[src/rtl/bdp_pkg.sv]
package bdp_pkg;

    typedef enum logic {
        OP_SWAP = 1'b0,
        OP_TWOX = 1'b1
    } opcode_e;

    typedef enum logic {
        ALU_PASS = 1'b0,
        ALU_ADD  = 1'b1
    } alu_fn_e;

    typedef enum logic [1:0] {
        ST_IDLE  = 2'd0,
        ST_STEP1 = 2'd1,
        ST_STEP2 = 2'd2,
        ST_STEP3 = 2'd3
    } seq_state_e;

    typedef struct packed {
        logic    drv_a;
        logic    drv_b;
        alu_fn_e alu_fn;
        logic    ld_a;
        logic    ld_b;
    } ctrl_t;

    localparam ctrl_t CTRL_QUIET = '{
        drv_a: 1'b0, drv_b: 1'b0, alu_fn: ALU_PASS, ld_a: 1'b0, ld_b: 1'b0
    };

    // Control word for one step of the schedule.
    function automatic ctrl_t step_ctrl(seq_state_e st, opcode_e op);
        ctrl_t c;
        c = CTRL_QUIET;
        case (st)
            ST_STEP1: begin
                c.drv_a = 1'b1;            // C <= A
            end
            ST_STEP2: begin
                if (op == OP_SWAP) begin
                    c.drv_b = 1'b1;        // C <= B, B <= old C
                    c.ld_b  = 1'b1;
                end else begin
                    c.drv_a  = 1'b1;       // C <= C + A
                    c.alu_fn = ALU_ADD;
                end
            end
            ST_STEP3: begin
                c.ld_a = 1'b1;             // A <= C, bus idle
            end
            default: c = CTRL_QUIET;
        endcase
        return c;
    endfunction

endpackage

[src/rtl/bdp_alu.sv]
module bdp_alu
    import bdp_pkg::*;
#(
    parameter int WIDTH = 8
) (
    input  logic [WIDTH-1:0] x_in,
    input  logic [WIDTH-1:0] y_in,
    input  alu_fn_e          fn,
    output logic [WIDTH-1:0] result
);
    always_comb begin
        case (fn)
            ALU_ADD: result = x_in + y_in;   // carry discarded
            default: result = y_in;
        endcase
    end
endmodule

[src/rtl/bdp_seq.sv]
module bdp_seq
    import bdp_pkg::*;
(
    input  logic    clk,
    input  logic    rst,
    input  logic    start,
    input  opcode_e op,
    output ctrl_t   ctrl,
    output logic    busy,
    output logic    done
);
    seq_state_e state_q, state_d;
    opcode_e    op_q;
    logic       done_q;

    always_comb begin
        state_d = state_q;
        case (state_q)
            ST_IDLE:  if (start) state_d = ST_STEP1;
            ST_STEP1: state_d = ST_STEP2;
            ST_STEP2: state_d = ST_STEP3;
            default:  state_d = ST_IDLE;
        endcase
    end

    always_ff @(posedge clk) begin
        if (rst) begin
            state_q <= ST_IDLE;
            op_q    <= OP_SWAP;
            done_q  <= 1'b0;
        end else begin
            state_q <= state_d;
            done_q  <= (state_q == ST_STEP3);
            if (state_q == ST_IDLE && start) begin
                op_q <= op;
            end
        end
    end

    assign ctrl = step_ctrl(state_q, op_q);
    assign busy = (state_q != ST_IDLE);
    assign done = done_q;
endmodule

[src/rtl/bdp_datapath.sv]
module bdp_datapath
    import bdp_pkg::*;
#(
    parameter int WIDTH = 8
) (
    input  logic             clk,
    input  logic             rst,
    input  ctrl_t            ctrl,
    input  logic             idle,
    input  logic             init_a_we,
    input  logic [WIDTH-1:0] init_a_val,
    input  logic             init_b_we,
    input  logic [WIDTH-1:0] init_b_val,
    output logic [WIDTH-1:0] reg_a,
    output logic [WIDTH-1:0] reg_b,
    output logic [WIDTH-1:0] reg_c
);
    logic [WIDTH-1:0] bus;
    logic [WIDTH-1:0] alu_out;

    // Bus source select in place of tri-state drivers; undriven reads zero.
    always_comb begin
        case ({ctrl.drv_a, ctrl.drv_b})
            2'b10:   bus = reg_a;
            2'b01:   bus = reg_b;
            default: bus = '0;
        endcase
    end

    bdp_alu #(.WIDTH(WIDTH)) u_alu (
        .x_in   (reg_c),
        .y_in   (bus),
        .fn     (ctrl.alu_fn),
        .result (alu_out)
    );

    always_ff @(posedge clk) begin
        if (rst) begin
            reg_a <= '0;
            reg_b <= '0;
            reg_c <= '0;
        end else begin
            reg_c <= alu_out;
            if (ctrl.ld_a)                reg_a <= reg_c;
            else if (idle && init_a_we)   reg_a <= init_a_val;
            if (ctrl.ld_b)                reg_b <= reg_c;
            else if (idle && init_b_we)   reg_b <= init_b_val;
        end
    end
endmodule

[src/rtl/bdp_core.sv]
module bdp_core
    import bdp_pkg::*;
#(
    parameter int WIDTH = 8
) (
    input  logic             clk,
    input  logic             rst,
    input  logic             start,
    input  logic             op,
    input  logic             init_a_we,
    input  logic [WIDTH-1:0] init_a_val,
    input  logic             init_b_we,
    input  logic [WIDTH-1:0] init_b_val,
    output logic             busy,
    output logic             done,
    output logic [WIDTH-1:0] dbg_a,
    output logic [WIDTH-1:0] dbg_b,
    output logic [WIDTH-1:0] dbg_c
);
    ctrl_t ctrl_w;
    logic  busy_w;

    bdp_seq u_seq (
        .clk   (clk),
        .rst   (rst),
        .start (start),
        .op    (opcode_e'(op)),
        .ctrl  (ctrl_w),
        .busy  (busy_w),
        .done  (done)
    );

    bdp_datapath #(.WIDTH(WIDTH)) u_dp (
        .clk        (clk),
        .rst        (rst),
        .ctrl       (ctrl_w),
        .idle       (!busy_w),
        .init_a_we  (init_a_we),
        .init_a_val (init_a_val),
        .init_b_we  (init_b_we),
        .init_b_val (init_b_val),
        .reg_a      (dbg_a),
        .reg_b      (dbg_b),
        .reg_c      (dbg_c)
    );

    assign busy = busy_w;
endmodule

[config.mk]
export PLATFORM = sky130hd
export DESIGN_NAME = bdp_core
export DESIGN_NICKNAME = d
export VERILOG_FILES = /design/src/rtl/bdp_pkg.sv /design/src/rtl/bdp_alu.sv /design/src/rtl/bdp_seq.sv /design/src/rtl/bdp_datapath.sv /design/src/rtl/bdp_core.sv
export SDC_FILE = /design/constraint.sdc
export NUM_CORES = 1
export LEC_CHECK = 0
export ABC_AREA = 1
export BUFFER_PORTS_ARGS = -buffer_cell sky130_fd_sc_hd__buf_4
export CORE_UTILIZATION = 40
export DETAILED_ROUTE_END_ITERATION = 16
export GPL_ROUTABILITY_DRIVEN = 0
export HOLD_SLACK_MARGIN = 0.05
export REMOVE_ABC_BUFFERS = 1
export SLEW_MARGIN = 15
export SYNTH_ARGS = -nofsm -noshare
export SYNTH_HDL_FRONTEND = slang
export SYNTH_SLANG_ARGS = --single-unit
[constraint.sdc]
create_clock -name clk -period 8.9 [get_ports clk]
set_clock_uncertainty 0.15 [all_clocks]
set_input_delay 0.445 -clock clk [delete_from_list [all_inputs] [get_ports clk]]
set_output_delay 0.445 -clock clk [all_outputs]
set_load 0.01 [all_outputs]
==> impl.org, run 1 <==
** Floorplanning
- Area inside the core boundary :: 0.004115 sq mm
- Number of top-level pins :: 48
- Die Height :: around 70 um
- Row Count :: 23
- For this configuration, the core starts out at a cell density of between 40% and 50%.
- Die boundary width :: around 70 um
- Die Area :: 0.004693 sq mm

** Place
- Counting tap cells, the placed design contains a total of around 350 instances.
- During placement, the flow inserted port buffers numbering 47.
- After legalization and detailed placement, the total HPWL measured around 3600 um.

** Route
- The routed layout has about 1,800 vias.
- Routed signal wires occupy layers up through met4.
- Number of DRC violations after detailed routing :: 0
- Antenna Violating Nets Remaining :: 0
- Mean routed wirelength per cell :: 13.25 um
- Routed metal-1 wire length :: around 2400 um
- Dividing the detail-routed via count by the number of cells gives approximately 5.0.
- Met3 wirelength from detailed routing :: ~270 um
- The first routing iteration left 94 violations.
- Summed over all nets, wire length on met2 after detailed routing comes to approximately 2000 um.
- First drt pass iteration count :: 4
- After detailed routing, the total wire length is about 4700 um.

** Logic synthesis
- After technology mapping, the gate count stands at roughly 260.
- Syn Std Cell Area :: 0.001769 sq mm
- Sequential cells were found to cover between 30% and 40% of the synthesized design area.
- By count the netlist is led by nand2_1, inv_1, dfxtp_1.
- Total of flip-flops plus latches after synthesis :: 28
- Number of synthesized flops with an enable pin :: 0
- Synthesis warning total :: 0
- Yosys instantiated no cell more often than nand2_1.
- Count of unique library cells instantiated by Yosys :: 30
- In the post-synthesis netlist, the biggest area contributors are dfxtp_1, nand2_1, ha_1.
- Counting flops with an async set or reset pin after synthesis yields a share of 0%.
- Fraction of post-synthesis cell area in the top cell type by area :: between 30% and 40%
- Cell taking the most area after synthesis :: dfxtp_1
- The most used flip-flop cell after synthesis is dfxtp_1.
- After synthesis, the mean cell area works out to just under 7 sq um.

** Worst setup path
- Of all nets on the critical path, the largest fanout is 10.
- On the worst path, the slowest cell contributes a delay of roughly 0.40 ns.
- Critical path arrival :: around 3.5 ns
- Data on the critical path is required at its endpoint by just under 9 ns.
- The critical path in this run is classified as reg -> reg.
- Most repeated library cell on the critical path :: inv_1
- STA classifies the critical path startpoint as a flip-flop.
- List of cells traversed by the critical path :: inv_1, ha_1, nand2_2, inv_2, o21ai_0, ha_1, nand2_1, o21ai_0, nand2_1, inv_1, ha_1, inv_1, fa_1, inv_1, nand3_1, nand3_1, xnor2_1, nand2_1, nand2_1, inv_1
- The worst setup path is captured at a flip-flop.
- Among all stages on the critical path, the largest delay is contributed by fa_1.

** Clocking
- The clock passes through at most 2 buffers.
- Worst-Skew Late Latency :: between 0.2 and 0.3 ns
- Post-CTS setup buffer count :: 0
- CTS Sinks :: 28
- Resize count post-CTS :: 0
- Clock Root Buffer :: clkbuf_8
- Number of levels the H-tree was split into :: 1
- Total of hold buffers inserted after clock tree synthesis :: 0
- Clock buffer count from CTS :: 3
- Clock tree from TritonCTS :: done
- Clock-pin slew was measured on the worst setup and hold paths at 0.10 ns.

** Power and ir drop
- The internal portion of the total power is roughly 0.00031 W.
- Comb power frac :: 45.4%
- Relative contribution of the clock network to total power :: between 10% and 20%
- In this run the power density over the cells is 238.3 mW/mm^2.
- Sequential power share :: a little over a third
- Summed over all cells, the static leakage comes to between 1 and 1.5 nW.
- Across the VDD grid, the largest voltage drop is between 0.0001 and 0.00015 V.
- Net switching is between 40% and 50% of the power.
- Sw Pwr :: 0.0002152 W
- Total power for the finished layout comes to 0.0005284 W.

** STA
- Normalized max-slew margin :: slightly below 70%
- For the finished layout, the period the worst path requires is about 3.5 ns.
- Final hold violation count :: 0
- Share of the clock period used by the worst path after layout :: 39.36%
- Setup TNS :: 0 ns
- The count of pins over their slew limit came to 0.
- Transition time at the pin with the least slew margin :: about 0.49 ns
- Maximum clock frequency :: 0.2854 GHz
- Final setup fails :: 0
- Setup repair after global routing left no endpoint under its margin.

** Layout
- Summing all multi-input logic gate instances after layout gives 0.001012 sq mm.
- Measured on the finished design, the core utilization comes to between 50% and 60%.
- Sequential cell area :: between 500 and 600 sq um
- Nets :: roughly 340
- Excluding fillers, the count of instances in the completed layout stands at 355.
- After filler insertion, the fill cell instance count of the layout stands at ~430.
- In the final layout, the share of cells above drive strength 1 is approximately a fifth.
- Antenna Cells :: 0
- The area growth from synthesis to layout is 25.32%.

** Global route
- Total GRT Usage :: 21.26%
- The first global-routing pass estimated 7389 um of wire.
- Vias in the first global route :: about 1,600
- Entering global routing, the biggest net connects 18 pins.
- Overflow left after global routing :: 0
- Antenna violations before repair :: 0

** Run
- Number of max-cap violations :: 0

** Run status
- Status :: complete, no violations

** Min path
- Worst hold path type :: in -> reg
## metal layers
metal,track usage [%],vias to the layer above
met5,0,-
met1,30.05,812
met3,3.289,4
li1,-,928
met2,33.58,43
met4,4.948,0
## layout make-up
type	instances	share of cell area, %
Clock buffer	3	1.862
Inverter	42	7.111
Tap cell	50	2.822
Clock inverter	1	1.354
Timing Repair Buffer	47	15.91
Sequential cell	28	25.28
Multi-Input combinational cell	184	45.65
## registers in the layout, indices dropped and copies added, names as in the netlist
register       flops
u_dp.reg_a         8
u_seq.done         1
u_dp.reg_b         8
u_seq.state_q      2
u_dp.reg_c         8
u_seq.op_q         1
## power by group through the flow
stage	logic, W	registers [W]	clock network, W
6_report	0.000240	0.000186	0.000103
5_1_grt	0.000272	0.000190	0.000109
4_1_cts	0.000241	0.000185	0.000102
3_5_place_dp	0.000240	0.000188	0
3_3_place_gp	0.000239	0.000188	0
2_1_floorplan	0.000138	0.000193	0
## path summary, 6_finish.rpt
kind | slack [ns] | start | endpoint | cells past startpoint
max reg2reg | 5.40 | u_seq.state_q[0] | u_dp.reg_c[4] | 20
min | 0.29 | init_a_val[5] | u_dp.reg_a[5] | 3
min reg2reg | 0.35 | u_dp.reg_b[0] | u_dp.reg_b[0] | 2
max | 5.40 | u_seq.state_q[0] | u_dp.reg_c[4] | 20
## cell families (layout without fill, tap and decap cells)
family | count (synthesis) | after routing | share of synthesized area, %
XOR/XNOR | 3 | 3 | 1.485
flip-flops | 28 | 28 | 31.68
adder cells (fa/ha/maj) | 15 | 15 | 11.03
buffers and inverters | 49 | 93 | 11.10
AO/OA/AOI/OAI | 60 | 60 | 19.31
AND/OR/NAND/NOR | 106 | 106 | 25.39
## critical path: cells and delay by family (launching register included)
family | cells | cell delay [ns]
DFF | 1 | 0.39
and+or+nand+nor | 7 | 0.71
adders and majority gates | 4 | 1.21
xor gates and xnor gates | 1 | 0.14
buffers and inverters | 6 | 0.46
AOI/OAI and AO/OA | 2 | 0.36
## per-stage QoR
| stage | hold WS, ns | worst slack (ns) | instance area (sq um) |
|---|---|---|---|
| after floorplan | 0.3283 | 5.912 | 1730 |
| after global placement | 0.3320 | 5.519 | 2146 |
| after detailed placement | 0.3320 | 5.449 | 2146 |
| after CTS | 0.2878 | 5.419 | 2217 |
| after global routing | 0.2944 | 5.038 | 2217 |
| final | 0.2859 | 5.397 | 2217 |
## cell usage in the layout, fill, tap and decap left out, types with 4 or more instances in the layout
cell type	n
a22o_1	4
ha_1	14
o21ai_0	20
nand3_1	12
o21ai_1	4
buf_4	47
a21oi_1	19
a31oi_1	6
nor2_1	13
dfxtp_1	28
inv_1	36
inv_2	5
nand2_1	71
No activity file was read; power rests on OpenSTA's default activity.
==> run 2, diff against run 1 <==
ABC_AREA = 0   (was 1)
PLACE_DENSITY = 0.66   (was not set)
clock period = 3.21 ns   (was 8.9 ns; I/O delays follow)
==> run 2 against run 1 <==
  * Wire length increased by 2.0%
  * Global-route usage decreased by 0.12 points
  * Core utilization increased by 6.1 points
  * Via count decreased by 3.2%
  * Combinational power increased by 60%
  * Cell count decreased by 9.0%
  * Final area increased by 10%
==> impl.org, run 2 <==
** Run status
- The flow ran to the end, and the final reports show no timing, DRC or antenna violations.

** STA
- Transition time at the pin with the least slew margin :: roughly 0.49 ns
- The routed design could run at a clock period as short as roughly 3 ns.
- Once routing completed, OpenROAD measured the worst setup slack at roughly 0.15 ns.
- The count of endpoints failing hold in the final timing report was 0.
- Headroom to the max-slew limit came out at roughly two thirds.
- Share of the clock period used by the worst path after layout :: 95.43%
- Setup violations remaining at the end of the flow were counted as 0.
- The count of pins over their slew limit was 0.
- Maximum clock frequency :: ~0.33 GHz
- Hold timing on the final database bottoms out at a slack of 0.07274 ns.

** Logic synthesis
- Total of flip-flops plus latches after synthesis :: 28
- Counting flops with a built-in enable in the synthesized netlist gives 0.
- Counting instances in the post-synthesis netlist gives the leading cell types as nor2_1, dfxtp_1, nand2_1.
- Post-synthesis area per instance :: ~8.4 sq um
- Counting every instance in the synthesized netlist gives around 210.
- Most numerous cell in the Yosys netlist :: nor2_1
- Ranked by total cell area, the synthesized netlist is headed by dfxtp_1, ha_1, nor2_1.
- Yosys mapped the design onto between 40 and 50 distinct sky130hd cell types.
- Syn Std Cell Area :: 0.001745 sq mm
- Yosys printed 0 warnings.
- Of all cell types, the one taking the most synthesized area is dfxtp_1.
- Commonest register cell after synthesis :: dfxtp_1
- For this run, asynchronously set or reset flops after synthesis account for 0%.
- Summed over its instances, the top area cell type makes up 32.11% of the synthesized netlist area.
- Share of the yosys chip area belonging to registers :: 32.11%

** Global route
- Maximum number of pins on one net before global-route repair :: 33
- Overflow left after global routing :: 0
- Across every metal layer, demand over resource in global routing totals 21.14%.
- Antenna violations before repair :: 0
- The via count of the first global-routing pass was 1,530.
- The first global-routing pass estimated 7369 um of wire.

** Power and ir drop
- Comb power frac :: a little under two fifths
- Total power density per cell area :: 426.3 mW/mm^2
- Registers are responsible for ~41% of the overall power.
- Summed over all nets, the switching power comes to ~0.00035 W.
- Net switching is about a third of the power.
- Internal power comes to about 0.00070 W.
- Leak Pwr :: around 1.0 nW
- In this run, the clock network consumes a little over a fifth of the power.
- IR analysis of the VDD net gives a maximum drop of roughly 0.00016 V.

** Floorplanning
- Die Area :: about 0.0046 sq mm
- Area inside the core boundary :: slightly above 0.004 sq mm
- The die is just under 70 um tall.
- Initial Utilization :: around 43%
- Pin placement for this block handled 48 I/O pins.
- In this run the core area contains 23 standard-cell rows.
- Measured along the x axis, the die boundary spans ~68 um.

** Worst setup path
- Critical path arrival :: between 3 and 4 ns
- Master of the slowest instance on the critical path :: dfxtp_1
- The critical path goes through inv_2, ha_2, and2_4, o21ai_4, inv_1, ha_4, a22oi_1, nor2_1, ha_1, a211oi_4, nor3_2, mux2_4, a21oi_1, nor3b_2.
- Type of element launching the critical path :: flip-flop
- Worst reg2reg path depth :: 14
- Data on the critical path is required at its endpoint by 3.22 ns.
- CP max FO :: 7
- Worst reg-to-reg setup slack :: 0.15 ns
- In this run the critical register-to-register path is launched from u_seq.state_q[0].
- On the worst path, the slowest cell contributes a delay of 0.35 ns.
- Critical register-to-register path endpoint :: u_dp.reg_c[7]
- STA classifies the critical path endpoint as a flip-flop.
- Worst Path Class, Setup :: reg -> reg

** Route
- Vias per cell :: approximately 5.4
- In the final routed layout, each cell accounts on average for 14.85 um.
- Final wirelength :: 4795 um
- First drt pass iteration count :: 4
- After detailed routing, the number of remaining DRC violations is 0.
- In this run, the number of DRC markers left after iteration 0 of detailed routing was 144.
- Antenna Violating Nets Remaining :: 0
- Via count of the routed design :: roughly 1,700

** Run
- Number of max-cap violations :: 0

** Clocking
- Clock tree from TritonCTS :: done
- The root buffer cell chosen for the clock tree is clkbuf_8.
- Number of levels the H-tree was split into :: 1
- Counting every sink on the clock net gives 28.
- Clock buffer count from CTS :: 3
- Clk slew on worst S/H paths :: about 0.1 ns
- Maximum root-to-sink buffer count :: 2
- The clock reaches the later pin of the worst-skew pair after around 0.28 ns.

** Place
- Counting tap cells, the placed design contains a total of 303 instances.
- Buffers placed on the I/O ports in this run total 47.
- Summing all placed instances gives a cell area of about 0.0022 sq mm.
- After legalization and detailed placement, the total HPWL measured between 3000 and 4000 um.
- At the placement stage, the worst setup path has a slack of 0.02602 ns.

** Layout
- The filler cells instantiated in the layout total around 380.
- Combined area of the multi-input logic cells :: approximately 0.0012 sq mm
- Nets :: between 300 and 400
- In the final layout, the registers with the most flip-flops are u_dp.reg_a: 8 flops, u_dp.reg_b: 8 flops, u_dp.reg_c: 8 flops.
- Filler-free cell count of the finished design :: 323
- In the final layout, the share of cells above drive strength 1 is between 30% and 40%.
- Sequential cell area :: 561.8 sq um
- Antenna Cells :: 0
- The library cell used most frequently in the layout, excluding fill and tap cells, is buf_4.
- The finished cells cover roughly 0.0024 sq mm.
- In the layout the commonest cells are buf_4, nor2_1, dfxtp_1, nand2_1, nand3_1.
- Syn-to-layout area delta :: 40.36%

** Min path
- Worst Hold Depth :: 3
- Worst Hold Path EP :: u_dp.reg_a[7]
- Worst Hold Launch :: init_a_val[7]
- The min-delay analysis places its worst path in the category in -> reg.
[run 2: layout make-up]
cell class	count	share of cell area [%]
multi-input combinational	159	47.14
sequential	28	22.93
clock buffer	4	2.247
tap	50	2.554
inverter	8	1.226
timing repair buffer	74	23.90
[run 2: repair_timing]
item | in CTS | in global routing
pin swaps | 0 | 5
endpoints found under the setup margin | 1 | 4
hold buffers | 12 | 0
resized for setup | 1 | 15
endpoints found under the hold margin | 10 | 0
buffers inserted | 0 | 4
[run 2: worst max-delay path by stage]
stage	startpoint	to	slack, ns
detailed placement	u_seq.state_q[0]	u_dp.reg_c[6]	0.03
floorplan	u_seq.state_q[0]	u_dp.reg_c[6]	-0.11
global route	u_seq.state_q[0]	u_dp.reg_c[5]	-0.001
CTS	u_seq.state_q[0]	u_dp.reg_c[6]	0.01
global placement	u_seq.state_q[0]	u_dp.reg_c[7]	0.09
finish	u_seq.state_q[0]	u_dp.reg_c[7]	0.15
[run 2: logic make-up after synthesis]
family          Yosys count  synth area share [%]
buf+inv                  22                 5.734
mux                      10                 6.093
compound gates           53                 22.44
fa+ha+maj                15                 11.18
flops                    28                 32.11
simple gates             81                 22.44
[run 2: worst max-delay path: cells and delay by family, from the launching register on]
kind,cells,cell delay (ns)
compound gates,4,0.85
fa+ha+maj,3,0.71
simple gates,4,0.43
flops,1,0.35
mux,1,0.31
buf+inv,2,0.15
[run 2: power groups by stage]
stage	sequential [W]	clock, W	combinational (W)
5_1_grt	0.000438	0.000248	0.000422
3_5_place_dp	0.000438	0	0.000329
6_report	0.000432	0.000229	0.000383
2_1_floorplan	0.000449	0	0.000153
4_1_cts	0.000430	0.000234	0.000344
3_3_place_gp	0.000440	0	0.000323
[run 2: layer usage]
layer	global-route usage, %	wire length [um]
met3	2.500	252
met2	34.07	2221
met5	0	0
met1	30.07	2302
met4	3.906	20
[run 2: per-stage QoR]
stage / setup TNS (ns) / total power, W / utilization [%]
final: 0 / 0.001044 / 59.95
after global routing: -0.0009952 / 0.001109 / 59.95
after floorplan: -0.1113 / 0.0006018 / -
after global placement: 0 / 0.0007632 / 53.18
after detailed placement: 0 / 0.0007662 / 53.18
after CTS: 0 / 0.001008 / 57.53
==> run 3, diff against run 2 <==
CORE_MARGIN = 4   (was not set)
CORE_UTILIZATION = 47   (was 40)
PLACE_DENSITY = 0.85   (was 0.66)
==> run 3 against run 2 <==
  * Combinational power shrank 3%
  * Largest power group unchanged
  * Flip-flop and latch count is the same
  * Critical path depth grew 2
==> impl.org, run 3 (synthesis results as in run 2) <==
** Route
- Met3 wirelength from detailed routing :: about 430 um
- Dividing the detail-routed via count by the number of cells gives 6.196.
- First drt pass iteration count :: 7
- Number of DRC violations after detailed routing :: 0
- Via count of the routed design :: 1,933
- Final wirelength :: about 5500 um
- Routed metal-1 wire length :: between 2000 and 2500 um
- Top routing layer in use :: met4
- The detailed router finished its first iteration with between 200 and 300 violations.
- Mean routed wirelength per cell :: around 18 um
- DR WL met2 :: between 2000 and 3000 um
- The detail route stage leaves a number of antenna-violating nets equal to 0.

** Layout
- Share of cells above drive strength 1 :: between 20 and 30%
- In the final layout, the registers with the most flip-flops are u_dp.reg_a: 8 flops, u_dp.reg_b: 8 flops, u_dp.reg_c: 8 flops.
- 0 antenna diodes ended up in the layout.
- After the last flow step, the layout net total stands at between 300 and 400.
- Syn-to-layout area delta :: 37.71%
- The filler cells instantiated in the layout total between 200 and 300.
- Final std cell area, no fill :: between 0.002 and 0.0025 sq mm
- The library cell used most frequently in the layout, excluding fill and tap cells, is buf_4.
- Leaving out fill and tap cells, the most frequent cells in the layout are buf_4, nor2_1, dfxtp_1, nand2_1, nand3_1.

** Global route
- For this run, the total global-route usage over all layers was measured as 23.49%.
- Maximum number of pins on one net before global-route repair :: 33
- Vias in the first global route :: 1,744
- The number of antenna violations at the first check in global routing is 0.
- Wire length of the first global-routing pass :: approximately 8300 um
- For this run the aggregate overflow at the end of global routing stands at 0.

** STA
- The worst path needs 3.124 ns of the cycle, external delays included.
- Setup violations remaining at the end of the flow were counted as 0.
- Setup TNS :: 0 ns
- On the final layout, the worst hold slack is about 0.077 ns.
- Static timing analysis puts the maximum clock frequency at about 0.32 GHz.
- The count of pins over their slew limit is 0.
- Normalized max-slew margin :: between 60 and 70%
- Of the available clock period, the critical path in the final layout requires between 90% and 100%.
- The count of endpoints failing hold in the final timing report was 0.
- At the pin with the least slew margin, the transition time is between 0.5 and 0.6 ns.

** Floorplanning
- For this configuration, the core starts out at a cell density of 50.32%.
- Die boundary width :: 68.94 um
- Pin placement for this block handled between 40 and 50 I/O pins.
- Row generation in the floorplan step produced 21 rows.
- The region available for standard cell placement spans approximately 0.0035 sq mm.
- The die is just under 70 um tall.
- The die covers 0.004753 sq mm.

** Run
- Max-cap violations in this run came to 0.

** Min path
- Worst hold path type :: in -> reg

** Clocking
- Worst-Skew Late Latency :: ~0.28 ns
- Clock Root Buffer :: clkbuf_8
- TritonCTS built the clock tree.
- Clk slew on worst S/H paths :: approximately 0.1 ns
- In this run, CTS created clock tree buffers numbering 3.
- Number of levels the H-tree was split into :: 1
- No sink is reached through more buffers than the 2 on the longest clock path.
- CTS Sinks :: 28

** Worst setup path
- Along the worst path, the maximum fanout reaches 8.
- Critical Path Sink Type :: flip-flop
- STA puts the critical path data arrival time at between 3 and 4 ns.
- Crit path required time :: roughly 3.3 ns
- The worst setup path is launched from a flip-flop.
- The critical path is of the reg -> reg type.

** Place
- # port buffers :: 47
- After detailed placement, the total cell area comes to ~0.0021 sq mm.
- HPWL after detailed placement :: between 3000 and 4000 um

** Power and ir drop
- Maximum vdd drop :: just under 0.0002 V
- Post-route total power :: 0.001091 W
- The analysis attributes to cell leakage a power of 1.010 nW.
- Total power density per cell area :: roughly 450 mW/mm^2

** Run status
- The flow ran to the end, and the final reports show no timing, DRC or antenna violations.
run 3: changes by cell type in the layout (fill, tap and decap cells not counted), sizes merged:
cell	delta
buf	-7
bufinv	+1
clkbuf	-1
run 3: worst max-delay path: stages (launching register included):
cell and delay (ns):
dfxtp_2 0.34, inv_1 0.05, ha_1 0.21, and2_4 0.17, o21ai_4 0.14, buf_4 0.14
ha_4 0.19, a22oi_1 0.09, nor2_1 0.17, ha_2 0.21, inv_1 0.05, fa_2 0.35
nor2b_4 0.13, o21a_1 0.17, o21bai_1 0.08, a2111o_1 0.36, nand3_1 0.07
run 3: power by group:
group	internal, W	leakage [nW]	switching [W]
logic	0.000173	0.745	0.000200
registers	0.000393	0.230	0.0000440
clock network	0.000167	0.0357	0.000115
total	0.000733	1.01	0.000359
run 3: metrics by stage:
step / cells / utilization (%) / setup WS (ns)
2_1_floorplan: 195 / - / -0.1113
3_3_place_gp: 295 / 61.65 / 0.1503
3_5_place_dp: 295 / 61.65 / 0.02490
4_1_cts: 311 / 67.60 / 0.008532
5_1_grt: 312 / 69.30 / -0.04396
6_report: 312 / 69.30 / 0.08604
run 3: layout make-up:
type	count	area, sq um	area share [%]
Clock inverter	1	30.03	1.249
Sequential cell	28	561.8	23.37
Timing Repair Buffer	67	533.0	22.18
Inverter	8	30.03	1.249
Multi-Input combinational cell	159	1150	47.84
Tap cell	46	57.56	2.395
Clock buffer	3	41.29	1.718
run 3: metal layers:
metal	global-route usage [%]	vias to the layer above
li1	-	868
met1	28.97	917
met2	39.40	112
met3	4.052	36
met4	11.19	0
met5	0	-
run 3: final timing paths:
check                   start             to  slack (ns)  cells past startpoint
min             init_a_val[7]  u_dp.reg_a[7]        0.08                      3
max          u_seq.state_q[0]  u_dp.reg_c[6]        0.09                     16
min reg2reg     u_dp.reg_b[6]  u_dp.reg_b[6]        0.37                      2
max reg2reg  u_seq.state_q[0]  u_dp.reg_c[6]        0.09                     16
run 3: timing repair:
action	in CTS	in global routing
hold buffers	12	0
endpoints found under the hold margin	10	0
resized for setup	4	11
setup buffers	0	1
pin swaps	0	5
setup endpoints to repair	3	4
